## src/rtl/bsd_pkg.sv

```systemverilog
package bsd_pkg;
  typedef enum logic [1:0] {
    DEV_SDRAM  = 2'd0,
    DEV_ROM    = 2'd1,
    DEV_SRAM   = 2'd2,
    DEV_PERIPH = 2'd3
  } dev_kind_t;
endpackage

```

## src/rtl/bsd_bank_table.sv

```systemverilog
module bsd_bank_table #(
  parameter int NUM_BANKS = 5,
  parameter int BANK_W    = 3,
  parameter int BOUND_W   = 12,
  parameter logic [BOUND_W-1:0] BOOT_LO = '1,
  parameter logic [BOUND_W-1:0] BOOT_HI = '1
) (
  input  logic                               clk,
  input  logic                               rst,
  input  logic                               wr_en,
  input  logic [BANK_W-1:0]                  wr_bank,
  input  logic [BOUND_W-1:0]                 wr_lo,
  input  logic [BOUND_W-1:0]                 wr_hi,
  input  logic                               wr_enable,
  input  logic [1:0]                         wr_type,
  output logic [NUM_BANKS-1:0][BOUND_W-1:0]  lo_o,
  output logic [NUM_BANKS-1:0][BOUND_W-1:0]  hi_o,
  output logic [NUM_BANKS-1:0]               en_o,
  output logic [NUM_BANKS-1:0][1:0]          type_o
);
  import bsd_pkg::*;

  for (genvar g = 0; g < NUM_BANKS; g++) begin : g_bank
    logic hit_w;
    assign hit_w = wr_en && (wr_bank == BANK_W'(g));

    if (g == 0) begin : g_boot
      // boot bank: kind pinned to ROM, window and enable reprogrammable
      assign type_o[g] = DEV_ROM;
      always_ff @(posedge clk) begin
        if (rst) begin
          lo_o[g] <= BOOT_LO;
          hi_o[g] <= BOOT_HI;
          en_o[g] <= 1'b1;
        end else if (hit_w) begin
          lo_o[g] <= wr_lo;
          hi_o[g] <= wr_hi;
          en_o[g] <= wr_enable;
        end
      end
    end else begin : g_gen
      always_ff @(posedge clk) begin
        if (rst) begin
          lo_o[g]   <= '0;
          hi_o[g]   <= '0;
          en_o[g]   <= 1'b0;
          type_o[g] <= DEV_SDRAM;
        end else if (hit_w) begin
          lo_o[g]   <= wr_lo;
          hi_o[g]   <= wr_hi;
          en_o[g]   <= wr_enable;
          type_o[g] <= wr_type;
        end
      end
    end
  end
endmodule

```

## src/rtl/bsd_bank_match.sv

```systemverilog
module bsd_bank_match #(
  parameter int ADDR_W    = 32,
  parameter int GRAN_LOG2 = 20,
  parameter int MAX_UNITS = 512,
  localparam int BOUND_W  = ADDR_W - GRAN_LOG2
) (
  input  logic [ADDR_W-1:0]  addr,
  input  logic [BOUND_W-1:0] lo,
  input  logic [BOUND_W-1:0] hi,
  input  logic               en,
  output logic               hit
);
  logic [BOUND_W:0]   span_m1;
  logic               legal;
  logic [ADDR_W-1:0]  lo_full, hi_full;

  always_comb begin
    span_m1 = {1'b0, hi} - {1'b0, lo};
    legal   = en && (hi >= lo) && (span_m1 < (BOUND_W+1)'(MAX_UNITS));
    lo_full = {lo, {GRAN_LOG2{1'b0}}};
    hi_full = {hi, {GRAN_LOG2{1'b1}}};
    hit     = legal && (addr >= lo_full) && (addr <= hi_full);
  end
endmodule

```

## src/rtl/bsd_prio_pick.sv

```systemverilog
module bsd_prio_pick #(
  parameter int NUM_BANKS = 5,
  parameter int BANK_W    = 3
) (
  input  logic [NUM_BANKS-1:0]       hits,
  input  logic [NUM_BANKS-1:0][1:0]  kinds,
  output logic [NUM_BANKS-1:0]       onehot,
  output logic [BANK_W-1:0]          idx,
  output logic [1:0]                 kind,
  output logic                       none,
  output logic                       multi
);
  always_comb begin
    onehot = '0;
    idx    = '0;
    kind   = '0;
    // walk downward so the lowest-numbered hit is the last one kept
    for (int i = NUM_BANKS - 1; i >= 0; i--) begin
      if (hits[i]) begin
        onehot = '0;
        onehot[i] = 1'b1;
        idx  = BANK_W'(i);
        kind = kinds[i];
      end
    end
    none  = (hits == '0);
    multi = ($countones(hits) > 1);
  end
endmodule

```

## src/rtl/bank_cs_decoder.sv

```systemverilog
module bank_cs_decoder #(
  parameter int NUM_BANKS      = 5,
  parameter int ADDR_W         = 32,
  parameter int GRAN_LOG2      = 20,
  parameter int MAX_SPAN_LOG2  = 29,
  parameter logic [ADDR_W-1:0] BOOT_START = 32'hFFE0_0000,
  parameter logic [ADDR_W-1:0] BOOT_END   = 32'hFFFF_FFFF,
  localparam int BANK_W    = $clog2(NUM_BANKS),
  localparam int BOUND_W   = ADDR_W - GRAN_LOG2,
  localparam int MAX_UNITS = 1 << (MAX_SPAN_LOG2 - GRAN_LOG2)
) (
  input  logic                  clk,
  input  logic                  rst,
  input  logic                  wr_en,
  input  logic [BANK_W-1:0]     wr_bank,
  input  logic [BOUND_W-1:0]    wr_lo,
  input  logic [BOUND_W-1:0]    wr_hi,
  input  logic                  wr_enable,
  input  logic [1:0]            wr_type,
  input  logic                  lk_valid,
  input  logic [ADDR_W-1:0]     lk_addr,
  output logic                  out_valid,
  output logic [NUM_BANKS-1:0]  cs_o,
  output logic [BANK_W-1:0]     sel_bank,
  output logic [1:0]            sel_type,
  output logic                  miss,
  output logic                  cfg_err
);
  import bsd_pkg::*;

  localparam logic [BOUND_W-1:0] BOOT_LO = BOOT_START[ADDR_W-1:GRAN_LOG2];
  localparam logic [BOUND_W-1:0] BOOT_HI = BOOT_END[ADDR_W-1:GRAN_LOG2];

  logic [NUM_BANKS-1:0][BOUND_W-1:0] tb_lo, tb_hi;
  logic [NUM_BANKS-1:0]              tb_en;
  logic [NUM_BANKS-1:0][1:0]         tb_type;
  logic [NUM_BANKS-1:0]              hits;
  logic [NUM_BANKS-1:0]              pk_onehot;
  logic [BANK_W-1:0]                 pk_idx;
  logic [1:0]                        pk_kind;
  logic                              pk_none, pk_multi;

  bsd_bank_table #(
    .NUM_BANKS(NUM_BANKS), .BANK_W(BANK_W), .BOUND_W(BOUND_W),
    .BOOT_LO(BOOT_LO), .BOOT_HI(BOOT_HI)
  ) u_table (
    .clk(clk), .rst(rst), .wr_en(wr_en), .wr_bank(wr_bank),
    .wr_lo(wr_lo), .wr_hi(wr_hi), .wr_enable(wr_enable), .wr_type(wr_type),
    .lo_o(tb_lo), .hi_o(tb_hi), .en_o(tb_en), .type_o(tb_type)
  );

  for (genvar g = 0; g < NUM_BANKS; g++) begin : g_cmp
    bsd_bank_match #(
      .ADDR_W(ADDR_W), .GRAN_LOG2(GRAN_LOG2), .MAX_UNITS(MAX_UNITS)
    ) u_match (
      .addr(lk_addr), .lo(tb_lo[g]), .hi(tb_hi[g]), .en(tb_en[g]), .hit(hits[g])
    );
  end

  bsd_prio_pick #(.NUM_BANKS(NUM_BANKS), .BANK_W(BANK_W)) u_pick (
    .hits(hits), .kinds(tb_type), .onehot(pk_onehot), .idx(pk_idx),
    .kind(pk_kind), .none(pk_none), .multi(pk_multi)
  );

  always_ff @(posedge clk) begin
    if (rst) begin
      out_valid <= 1'b0;
      cs_o      <= '0;
      sel_bank  <= '0;
      sel_type  <= '0;
      miss      <= 1'b0;
      cfg_err   <= 1'b0;
    end else begin
      out_valid <= lk_valid;
      if (lk_valid) begin
        cs_o     <= pk_onehot;
        sel_bank <= pk_idx;
        sel_type <= pk_kind;
        miss     <= pk_none;
        cfg_err  <= pk_multi;
      end else begin
        cs_o     <= '0;
      end
    end
  end

  AST_CS_ONEHOT: assert property (@(posedge clk) disable iff (rst)
    $onehot0(cs_o));
  AST_CS_AGREES_BANK: assert property (@(posedge clk) disable iff (rst)
    (cs_o != '0) |-> (cs_o == (NUM_BANKS'(1) << sel_bank)));
  AST_MISS_NO_CS: assert property (@(posedge clk) disable iff (rst)
    (out_valid && miss) |-> (cs_o == '0 && sel_bank == '0));
  AST_BOOT_IS_ROM: assert property (@(posedge clk) disable iff (rst)
    cs_o[0] |-> (sel_type == DEV_ROM));
  AST_ERR_NEEDS_HIT: assert property (@(posedge clk) disable iff (rst)
    cfg_err |-> !miss);
  AST_IDLE_HOLDS: assert property (@(posedge clk) disable iff (rst)
    (!lk_valid && !$past(rst)) |=> (cs_o == '0 && !out_valid &&
      $stable(sel_bank) && $stable(sel_type) && $stable(miss) && $stable(cfg_err)));
endmodule

```

## config.mk

```make
export PLATFORM = sky130hd
export DESIGN_NAME = bank_cs_decoder
export DESIGN_NICKNAME = d
export VERILOG_FILES = /design/src/rtl/bsd_pkg.sv /design/src/rtl/bsd_bank_table.sv /design/src/rtl/bsd_bank_match.sv /design/src/rtl/bsd_prio_pick.sv /design/src/rtl/bank_cs_decoder.sv
export SDC_FILE = /design/constraint.sdc
export NUM_CORES = 1
export LEC_CHECK = 0
export BUFFER_PORTS_ARGS = -buffer_cell sky130_fd_sc_hd__buf_2
export CORE_MARGIN = 3
export CORE_UTILIZATION = 45
export DETAILED_ROUTE_END_ITERATION = 8
export GPL_TIMING_DRIVEN = 0
export SETUP_SLACK_MARGIN = 0.2
export SLEW_MARGIN = 10
export SYNTH_ARGS = -nofsm -noshare
export SYNTH_HDL_FRONTEND = slang
export SYNTH_SLANG_ARGS = --single-unit
export TNS_END_PERCENT = 10
```

## constraint.sdc

```tcl
create_clock -name clk -period 11.33 [get_ports clk]
set_input_delay 1.133 -clock clk [delete_from_list [all_inputs] [get_ports clk]]
set_output_delay 1.133 -clock clk [all_outputs]
set_load 0.01 [all_outputs]
```

==> impl_results.md, run 1 <==
- Crit start category: input port
- # rows: 53
- Post-synthesis sequential area ratio: 29.98%
- Layout cells sized above 1: 9.030%
- Post-synth top cells: 265 x nand2_1, 187 x ha_1, 169 x a21oi_1
- GPL Wtd Cong: 0.9006
- DR WL/cell: 19.22 um
- Max Cap Viol: 0
- Most frequent CP cell: ha_1
- Final hold viol count: 0
- Fin. max-slew vios: 0
- Hold Path Class: reg -> reg
- Vias/cell: 5.490
- Synth top area cells: dfxtp_1 30%, ha_1 24%, nand2_1 10%
- Status: completed
- Area grow syn2layout: 13.63%
- Placed Cells: 1,594
- Clk_lat worst skew: 0.43 ns
- Cell-internal power: 0.9312 mW
- Pre-Repair DR Iteration Count: 5
- Yosys top cell area share: 29.98%
- M2 GR Usage: 42.13%
- Post-DRT Antenna Nets: 0
- R2R Path Start: u_table.lo_o[29]
- Total die area: 23,470 um^2
- First-pass GRT wire length: 47,660 um
- Slowest-stage cell, CP: a211oi_4
- Final min period: 4.599 ns
- Rel. slew slack: 53.00%
- Switching pwr: 0.3851 mW
- Critical Path Max Stage Delay: 0.47 ns
- RSZ-0062 raised after global routing: no
- Switching Fraction: 29.25%
- CP startpoint: lk_addr[25]
- Num CTS Buffers: 17
- Period utilisation layout: 40.59%
- CP Class: in -> reg
- CP arrival: 4.94 ns
- Final #Nets: 1,592
- Grt met1 use: 37.40%
- Synth area leader: dfxtp_1
- CTS tree: yes
- Overflow after GRT: 0
- Yosys reg bits: 146
- Ports: 79
- Worst EP required: 11.67 ns
- Crit path max fanout: 10
- GRT Max-Usage Layer: met2
- Worst Setup End Kind: flop
- Clock slew at reported path FFs: 0.07 ns
- Seq pwr share: 40.5%
- Total power: 1.316 mW
- Final setup violation count: 0
- Synth Net Count: 1,496
- Die width: 153.2 um
- Fillers: 2,048
- Syn Std Cell Area: 9749 um^2
- Vias in the first global route: 8,330
- Routed wire length: 31,260 um
- Clock power share: 44.1%
- H-tree Lvls: 4
- DRC: 0
- Combinational share of power: 15.4%
- Syn avg cell area: 7.850 um^2
- Leak: 4.576 nW
- Clock root buffer: clkbuf_16
- Peak Freq: 217.4 MHz
- Met3 usage: 3.567%
- Worst Clk Skew: 0.007597 ns
- Peak supply drop: 0.09562 mV
- Setup_tns: 0 ns
- Post-synth EDFFs: 0
- Iter 0 DRT Violations: 757
- Pin count of the biggest net entering global routing: 17
- IO buf count: 77
- HPWL Detailed: 23,280 um
- Synth Instances: 1,242
- Pwr/cell area: 118.8 nW/um^2
- Starting Density: 46.09%
- Synth cell types: 61
- Core Box Area: 21,150 um^2
- Most numerous cell in the Yosys netlist: nand2_1
- Via count: 8,932
- Asr flop ratio synth: 0%
- Synth Flop Type: dfxtp_1
- CTS resizes: 0
- CTS sink cnt: 146
- Slew @ Worst Pin: 0.7050 ns
- Antenna violations before repair: 1
- Non-filler cells, final: 1,627
- Crit path cell chain: buf_2 -> ha_1 -> a21o_1 -> nand3_1 -> a21oi_1 -> a2111oi_0 -> o22ai_1 -> a211oi_4 -> inv_1 -> ha_1 -> ha_1 -> a21oi_1 -> fa_1 -> a311oi_1
- GRT Overall Usage: 26.43%
- Synth warn: 0
- Post-CTS Setup Bufs: 0
- Worst min-delay path startpoint: u_table.lo_o[43]
- Clock Tree Buf Depth: 2
- Die Y-Extent: 153.2 um
- Hold Buf Count CTS: 0
[worst paths after layout]
path                                         end  slack (ns)  cells past startpoint
worst min-delay path            u_table.lo_o[43]        0.45                      2
worst max register to register           cfg_err        7.23                     13
worst min register to register  u_table.lo_o[43]        0.45                      2
worst max-delay path                     cfg_err        6.73                     14
[cells in the final DEF (no fill, tap or decap), drive strengths merged, types with 4 or more instances in the layout]
cell and count:
clkinv 4, a21o 20, and4 7, o21a 6, a21oi 169, buf 79, nor3 10, dfxtp 146
ha 187, nand2b 9, o211ai 6, nand4 24, o21ai 28, and3 5, nor2 54, nor4 8
nor2b 10, nand3 21, a211oi 10, clkbuf 58, a211o 26, nand2 265, inv 134
[routing by layer]
| layer | routed length [um] | vias to the layer above | share of wire, % |
|---|---|---|---|
| li1 | - | 4509 | - |
| met1 | 14840 | 4153 | 47 |
| met2 | 13790 | 229 | 44 |
| met5 | 0 | - | 0 |
| met4 | 864 | 0 | 2.8 |
| met3 | 1768 | 41 | 5.7 |
[state kept, by name, summed over array words and instances (netlist names)]
register	count
cfg_err	1
cs_o	5
miss	1
out_valid	1
sel_bank	3
sel_type	2
u_table.en_o	5
u_table.hi_o	60
u_table.lo_o	60
u_table.type_o	8
[worst max-delay path, delay by kind of cell]
kind	cells	cell delay (ns)
compound gates	7	1.70
simple gates	1	0.08
fa+ha+maj	4	1.39
buf+inv	2	0.62
[power by group through the flow]
stage	sequential (mW)	clock (mW)	combinational (mW)
2_1_floorplan	0.542	0	0.124
3_3_place_gp	0.544	0	0.197
3_5_place_dp	0.545	0	0.202
4_1_cts	0.533	0.585	0.202
5_1_grt	0.534	0.606	0.230
6_report	0.533	0.580	0.203
[cell type report]
cell class / count / area (um^2) / share of cell area, %
antenna: 1 / 2.502 / 0.02259
tap: 275 / 344.1 / 3.106
clock inverter: 15 / 171.4 / 1.547
sequential: 146 / 2923 / 26.38
timing repair buffer: 77 / 385.4 / 3.479
inverter: 128 / 480.5 / 4.337
buffer: 43 / 162.7 / 1.468
multi-input combinational: 925 / 6183 / 55.82
clock buffer: 17 / 425.4 / 3.840
[through the flow]
step                      utilization [%]  hold WS, ns  setup WS, ns  instance area (um^2)
final                               52.37       0.4526         6.731                 11080
after global routing                52.37       0.4685         6.540                 11080
after CTS                           52.36       0.4562         6.766                 11080
after detailed placement            49.54       0.4421         6.339                 10480
after global placement              49.54       0.4422         6.361                 10480
after floorplan                         -       0.4315         7.188                  9749
[logic make-up (layout without fill, tap and decap cells)]
family | count (synthesis) | in the layout | share of synthesized area, %
xor gates and xnor gates | 3 | 3 | 0.2696
muxes | 3 | 3 | 0.3208
buffers and inverters | 171 | 280 | 6.596
adders and majority gates | 188 | 188 | 24.20
AOI/OAI and AO/OA | 304 | 304 | 19.39
DFF | 146 | 146 | 29.98
other | 0 | 1 | 0
and+or+nand+nor | 427 | 427 | 19.24
No activity file was read; power rests on OpenSTA's default activity.
==> run 2: changes to the inputs <==
--- a/config.mk
+++ b/config.mk
@@ -10,6 +10,7 @@
 export CORE_UTILIZATION = 45
 export DETAILED_ROUTE_END_ITERATION = 8
 export GPL_TIMING_DRIVEN = 0
+export PLACE_DENSITY = 0.65
 export SETUP_SLACK_MARGIN = 0.2
 export SLEW_MARGIN = 10
 export SYNTH_ARGS = -nofsm -noshare
==> constraint.sdc (replaced) <==
create_clock -name clk -period 3.9 [get_ports clk]
set_input_delay 0.39 -clock clk [delete_from_list [all_inputs] [get_ports clk]]
set_output_delay 0.39 -clock clk [all_outputs]
set_load 0.01 [all_outputs]
==> impl_results.md, run 2 (same netlist as run 1, synthesis figures left out) <==
- CTS tree: yes
- Core Box Area: 21,150 um^2 (unchanged)
- Vias/cell: 5.582 (+1.7%)
- Switching Fraction: 28.58% (-0.67 points)
- Worst Clk Skew: 0.006191 ns (-0.001406 ns)
- Clock Tree Buf Depth: 2 (unchanged)
- R2R Path Start: u_table.lo_o[28]
- Cell-internal power: 2.651 mW (+180%)
- Final setup violation count: 0 (unchanged)
- Fin. max-slew vios: 0 (unchanged)
- Worst min-delay path startpoint: wr_type[1]
- R2R cell count: 13 (unchanged)
- Seq pwr share: 41.7% (+1.2 points)
- Starting Density: 46.09% (unchanged)
- Placed Cells: 1,594 (unchanged)
- Pre-Repair DR Iteration Count: 5 (unchanged)
- GPL Wtd Cong: 0.8968 (-0.42%)
- Ports: 79 (unchanged)
- First-pass GRT wire length: 46,890 um (-1.6%)
- Routed wire length: 30,550 um (-2.3%)
- Clock root buffer: clkbuf_16
- Peak supply drop: 0.2863 mV (+200%)
- Antenna violations before repair: 0 (-1)
- Critical Path Max Stage Delay: 0.49 ns (+0.02 ns)
- Die width: 153.2 um (unchanged)
- Slowest-stage cell, CP: or4_4
- Total die area: 23,470 um^2 (unchanged)
- Slew @ Worst Pin: 0.6996 ns (-0.005457 ns)
- IO buf count: 77 (unchanged)
- Non-filler cells, final: 1,638 (+0.68%)
- FF-to-FF End: cfg_err
- Leak: 4.659 nW (+1.8%)
- Final instance area: 11,300 um^2 (+2.0%)
- Pin count of the biggest net entering global routing: 17 (unchanged)
- Final hold viol count: 0 (unchanged)
- Overflow after GRT: 0 (unchanged)
- Crit path max-delay family: compound AO/OA/AOI/OAI gates
- Post-layout utilization of the core: 53.42% (+1.0 points)
- Post-DRT Antenna Nets: 0 (unchanged)
- Via count: 9,144 (+2.4%)
- Area of the multi-input gates: 6340 um^2 (+2.5%)
- Layout cells sized above 1: 12.03% (+3.0 points)
- # diodes: 0 (-1)
- Worst Setup End Kind: flop
- Worst path buffer plus inverter count: 2 (unchanged)
- Setup_tns: 0 ns (unchanged)
- Top Registers: u_table.hi_o (60), u_table.lo_o (60), u_table.type_o (8)
- Vias in the first global route: 8,578 (+3.0%)
- Rel. slew slack: 53.36% (+0.36 points)
- Hold EP: u_table.type_o[3]
- DP Area: 10,480 um^2 (unchanged)
- Final min period: 3.600 ns
- Reg area: 2937 um^2 (+0.47%)
- Crit start category: flop
- RSZ-0062 raised after global routing: no
- Crit path cell chain: inv_1 -> ha_1 -> a211o_1 -> o221ai_2 -> a21boi_2 -> or4_4 -> a211oi_4 -> inv_2 -> ha_4 -> ha_1 -> a21oi_2 -> fa_1 -> a311oi_1
- Reg-to-reg setup timing slack: 0.30 ns (-6.93 ns)
- Most common cell after layout, fill and taps aside: nand2_1
- Die Y-Extent: 153.2 um (unchanged)
- # rows: 53 (unchanged)
- DRC: 0 (unchanged)
- Num CTS Buffers: 17 (unchanged)
- Period utilisation layout: 92.31%
- Clock slew at reported path FFs: 0.06 ns (about the same)
- Combinational share of power: 16.5% (+1.1 points)
- Max Cap Viol: 0 (unchanged)
- CTS sink cnt: 146 (unchanged)
- Most frequent CP cell: ha_1
- DR WL/cell: 18.65 um (-2.9%)
- Most frequent cells in the layout: 265 x nand2_1, 180 x ha_1, 165 x a21oi_1
- Peak Freq: 277.8 MHz
- Iter 0 DRT Violations: 621 (-18%)
- Hold Path Class: in -> reg
- CP arrival: 3.93 ns (-1.01 ns)
- Clk_lat worst skew: 0.42 ns (about the same)
- Crit path max fanout: 2 (-8)
- Fillers: 2,066 (+0.88%)
- Pwr/cell area: 328.5 nW/um^2 (+180%)
- Hold path cells: 3 (+1)
- Stages on worst setup path: 13 (-1)
- Status: completed
- Hold_ws: 0.2708 ns (-0.1818 ns)
- Clock power share: 41.7% (-2.4 points)
- GRT Overall Usage: 25.60% (-0.83 points)
- Area grow syn2layout: 15.90%
- Worst EP required: 4.23 ns (-7.44 ns)
- Switching pwr: 1.061 mW (+180%)
- Final #Nets: 1,604 (+0.75%)
- H-tree Lvls: 4 (unchanged)
- HPWL Detailed: 22,830 um (-1.9%)
- CP Class: reg -> reg
run 2: cell type report:
cell class / count / share of cell area [%]
Inverter: 128 / 4.252
Tap cell: 275 / 3.045
Sequential cell: 146 / 25.99
Timing Repair Buffer: 89 / 4.208
Clock inverter: 14 / 1.019
Buffer: 43 / 1.495
Multi-Input combinational cell: 925 / 56.11
Clock buffer: 18 / 3.887
run 2: how the worst max path moves through the flow:
stage | from | endpoint | slack (ns)
2_1_floorplan | u_table.lo_o[29] | cfg_err | 0.30
3_3_place_gp | lk_addr[25] | cfg_err | -0.30
3_5_place_dp | lk_addr[25] | cfg_err | -0.36
4_1_cts | u_table.lo_o[13] | cfg_err | 0.21
5_1_grt | u_table.lo_o[4] | cfg_err | 0.18
6_report | u_table.lo_o[28] | cfg_err | 0.30
run 2: power groups by stage:
| stage | Combinational (mW) | Sequential [mW] | Clock (mW) |
|---|---|---|---|
| after floorplan | 0.359 | 1.58 | 0 |
| after global placement | 0.564 | 1.58 | 0 |
| after detailed placement | 0.578 | 1.58 | 0 |
| after CTS | 0.585 | 1.55 | 1.57 |
| after global routing | 0.688 | 1.55 | 1.63 |
| final | 0.614 | 1.55 | 1.55 |
run 2: per-layer routing:
| layer | track usage [%] | vias to the layer above | share of wire [%] |
|---|---|---|---|
| met5 | 0 | - | 0 |
| met4 | 9.376 | 0 | 3.1 |
| met3 | 3.992 | 41 | 7.2 |
| met2 | 40.83 | 291 | 44 |
| met1 | 35.12 | 4266 | 45 |
| li1 | - | 4546 | - |
run 2: repair_timing:
action | in CTS | in global routing
hold buffers | 0 | 0
resized for setup | 7 | 34
setup endpoints to repair | 1 | 1
buffers inserted | 4 | 8
pin swaps | 9 | 15
run 2: worst min-delay path, stage by stage:
cell and delay [ns]:
buf_2 0.14, nand2_1 0.06, a21oi_1 0.05
run 2: per-stage QoR:
| step | setup WS [ns] | power, mW |
|---|---|---|
| floorplan | 0.2965 | 1.934 |
| detailed placement | -0.3570 | 2.159 |
| global placement | -0.3029 | 2.144 |
| global route | 0.1762 | 3.868 |
| CTS | 0.2089 | 3.701 |
| finish | 0.3000 | 3.712 |
==> run 3: changes to the inputs <==
--- a/config.mk
+++ b/config.mk
@@ -6,6 +6,7 @@
 export NUM_CORES = 1
 export LEC_CHECK = 0
 export BUFFER_PORTS_ARGS = -buffer_cell sky130_fd_sc_hd__buf_2
+export CORE_ASPECT_RATIO = 1.5
 export CORE_MARGIN = 3
 export CORE_UTILIZATION = 45
 export DETAILED_ROUTE_END_ITERATION = 8
==> impl_results.md, run 3 (same netlist as run 1, synthesis figures left out) <==
- Crit path max fanout: 2 (unchanged)
- Final instance area: 11,320 um^2 (+0.17%)
- Hold_ws: 0.2401 ns (-0.03070 ns)
- Num CTS Buffers: 17 (unchanged)
- Die width: 126.2 um (-18%)
- Vias/cell: 5.635 (+0.94%)
- Clk_lat worst skew: 0.43 ns (about the same)
- Slowest-stage cell, CP: or4_4
- Area grow syn2layout: 16.09%
- GPL Wtd Cong: 0.9052 (+0.94%)
- Reg-to-reg setup timing slack: 0.32 ns (+0.02 ns)
- Final setup violation count: 0 (unchanged)
- Final min period: 3.584 ns (-0.01566 ns)
- Pre-Repair DR Iteration Count: 5 (unchanged)
- RSZ-0062 raised after global routing: no
- Final hold viol count: 0 (unchanged)
- Core Box Area: 21,150 um^2 (about the same)
- Ports: 79 (unchanged)
- Hold path cells: 3 (unchanged)
- Worst path buffer plus inverter count: 2 (unchanged)
- DP Area: 10,470 um^2 (about the same)
- R2R cell count: 13 (unchanged)
- H-tree Lvls: 4 (unchanged)
- DRC: 0 (unchanged)
- Status: completed
- Fillers: 2,032 (-1.6%)
- # rows: 65 (+23%)
- Worst Setup End Kind: flop
- CTS sink cnt: 146 (unchanged)
- Die Y-Extent: 186.3 um (+22%)
- Clock root buffer: clkbuf_16
- CP arrival: 3.93 ns (about the same)
- Clock slew at reported path FFs: 0.06 ns (about the same)
- Top Registers: u_table.hi_o (60), u_table.lo_o (60), u_table.type_o (8)
- Routed wire length: 31,260 um (+2.3%)
- Clock Tree Buf Depth: 2 (unchanged)
- Pin count of the biggest net entering global routing: 17 (unchanged)
- Critical Path Max Stage Delay: 0.50 ns (about the same)
- Iter 0 DRT Violations: 603 (-2.9%)
- Post-DRT Antenna Nets: 0 (unchanged)
- FF-to-FF End: cfg_err
- Worst min-delay path startpoint: wr_type[1]
- GRT Overall Usage: 26.18% (+0.58 points)
- Fin. max-slew vios: 0 (unchanged)
- Via count: 9,196 (+0.57%)
- Overflow after GRT: 0 (unchanged)
- Crit path max-delay family: compound AO/OA/AOI/OAI gates
- Most frequent CP cell: ha_4
- Crit start category: flop
- Layout cells sized above 1: 12.03% (unchanged)
- IO buf count: 77 (unchanged)
- Leak: 4.639 nW (-0.44%)
- Worst EP required: 4.24 ns (about the same)
- Peak supply drop: 0.2481 mV (-13%)
- Crit path cell chain: inv_1 -> ha_1 -> a211o_1 -> o221ai_2 -> a21boi_2 -> or4_4 -> a211oi_4 -> inv_2 -> ha_4 -> ha_4 -> a21oi_2 -> fa_1 -> a311oi_2
- First-pass GRT wire length: 46,980 um (+0.19%)
- Antenna violations before repair: 0 (unchanged)
- Most common cell after layout, fill and taps aside: nand2_1
- R2R Path Start: u_table.lo_o[29]
- Rel. slew slack: 54.08% (+0.71 points)
- HPWL Detailed: 23,140 um (+1.4%)
- Slew @ Worst Pin: 0.6889 ns (-0.01072 ns)
- Vias in the first global route: 8,696 (+1.4%)
- CTS tree: yes
- Starting Density: 46.11% (about the same)
- Hold EP: u_table.type_o[5]
- Total die area: 23,500 um^2 (+0.15%)
- Peak Freq: 279.0 MHz (+0.44%)
- Stages on worst setup path: 13 (unchanged)
- Max Cap Viol: 0 (unchanged)
- Most frequent cells in the layout: 265 x nand2_1, 179 x ha_1, 166 x a21oi_1
- CP Class: reg -> reg
- Pwr/cell area: 325.6 nW/um^2 (-0.89%)
- Hold Path Class: in -> reg
- Worst Clk Skew: 0.009013 ns (+0.002822 ns)
- DR WL/cell: 19.15 um (+2.7%)
- Period utilisation layout: 91.90% (-0.40 points)
- Final #Nets: 1,605 (+0.062%)
==> run 3: cell type report <==
type,instances,area (um^2),share of cell area (%)
antenna,1,2.502,0.02211
clock buffer,20,446.7,3.946
buffer,43,168.9,1.492
timing repair buffer,90,483.0,4.267
clock inverter,11,83.83,0.7407
tap,268,335.3,2.963
multi-input combinational,925,6381,56.38
sequential,146,2934,25.92
inverter,128,483.0,4.267
==> run 3: worst max path at each step <==
| stage | to | slack (ns) | from |
|---|---|---|---|
| 2_1_floorplan | cfg_err | 0.30 | u_table.lo_o[29] |
| 3_3_place_gp | cfg_err | -0.35 | lk_addr[25] |
| 3_5_place_dp | cfg_err | -0.34 | lk_addr[30] |
| 4_1_cts | cfg_err | 0.21 | u_table.lo_o[29] |
| 5_1_grt | cfg_err | 0.22 | u_table.lo_o[29] |
| 6_report | cfg_err | 0.32 | u_table.lo_o[29] |
==> run 3: routing by layer <==
layer  up-vias  GRT usage, %  wire length [um]
li1       4540             -                 -
met1      4287         32.20             13190
met2       299         45.51             14780
met3        70         3.429              1755
met4         0         12.32              1532
met5         -             0                 0
==> run 3: where the power goes <==
part | internal (mW) | total, mW | leakage [nW] | switching [mW]
Sequential | 1.53 | 1.55 | 1.19 | 0.0224
Combinational | 0.236 | 0.616 | 3.20 | 0.380
Clock | 0.831 | 1.52 | 0.249 | 0.691
==> run 3: repair_timing <==
action,CTS,global route
pin swaps,8,13
endpoints found under the setup margin,1,1
endpoints found under the hold margin,0,0
hold buffers,0,0
buffers inserted,5,8
cloned,0,0
gates resized for setup,8,35
==> run 3: per-stage QoR <==
stage / util, % / TNS (ns) / setup slack, ns / total power, mW / std cells
6_report: 53.53 / 0 / 0.3157 / 3.685 / 1632
2_1_floorplan: - / 0 / 0.2965 / 1.934 / 1242
3_5_place_dp: 49.51 / -0.3421 / -0.3421 / 2.162 / 1587
3_3_place_gp: 49.51 / -0.3498 / -0.3498 / 2.148 / 1587
5_1_grt: 53.51 / 0 / 0.2167 / 3.837 / 1631
4_1_cts: 52.31 / 0 / 0.2136 / 3.670 / 1623
==> run 3: worst min-delay path, delay by kind of cell <==
| family | cells | cell delay [ns] |
|---|---|---|
| simple gates | 1 | 0.05 |
| compound gates | 1 | 0.05 |
| buf+inv | 1 | 0.13 |
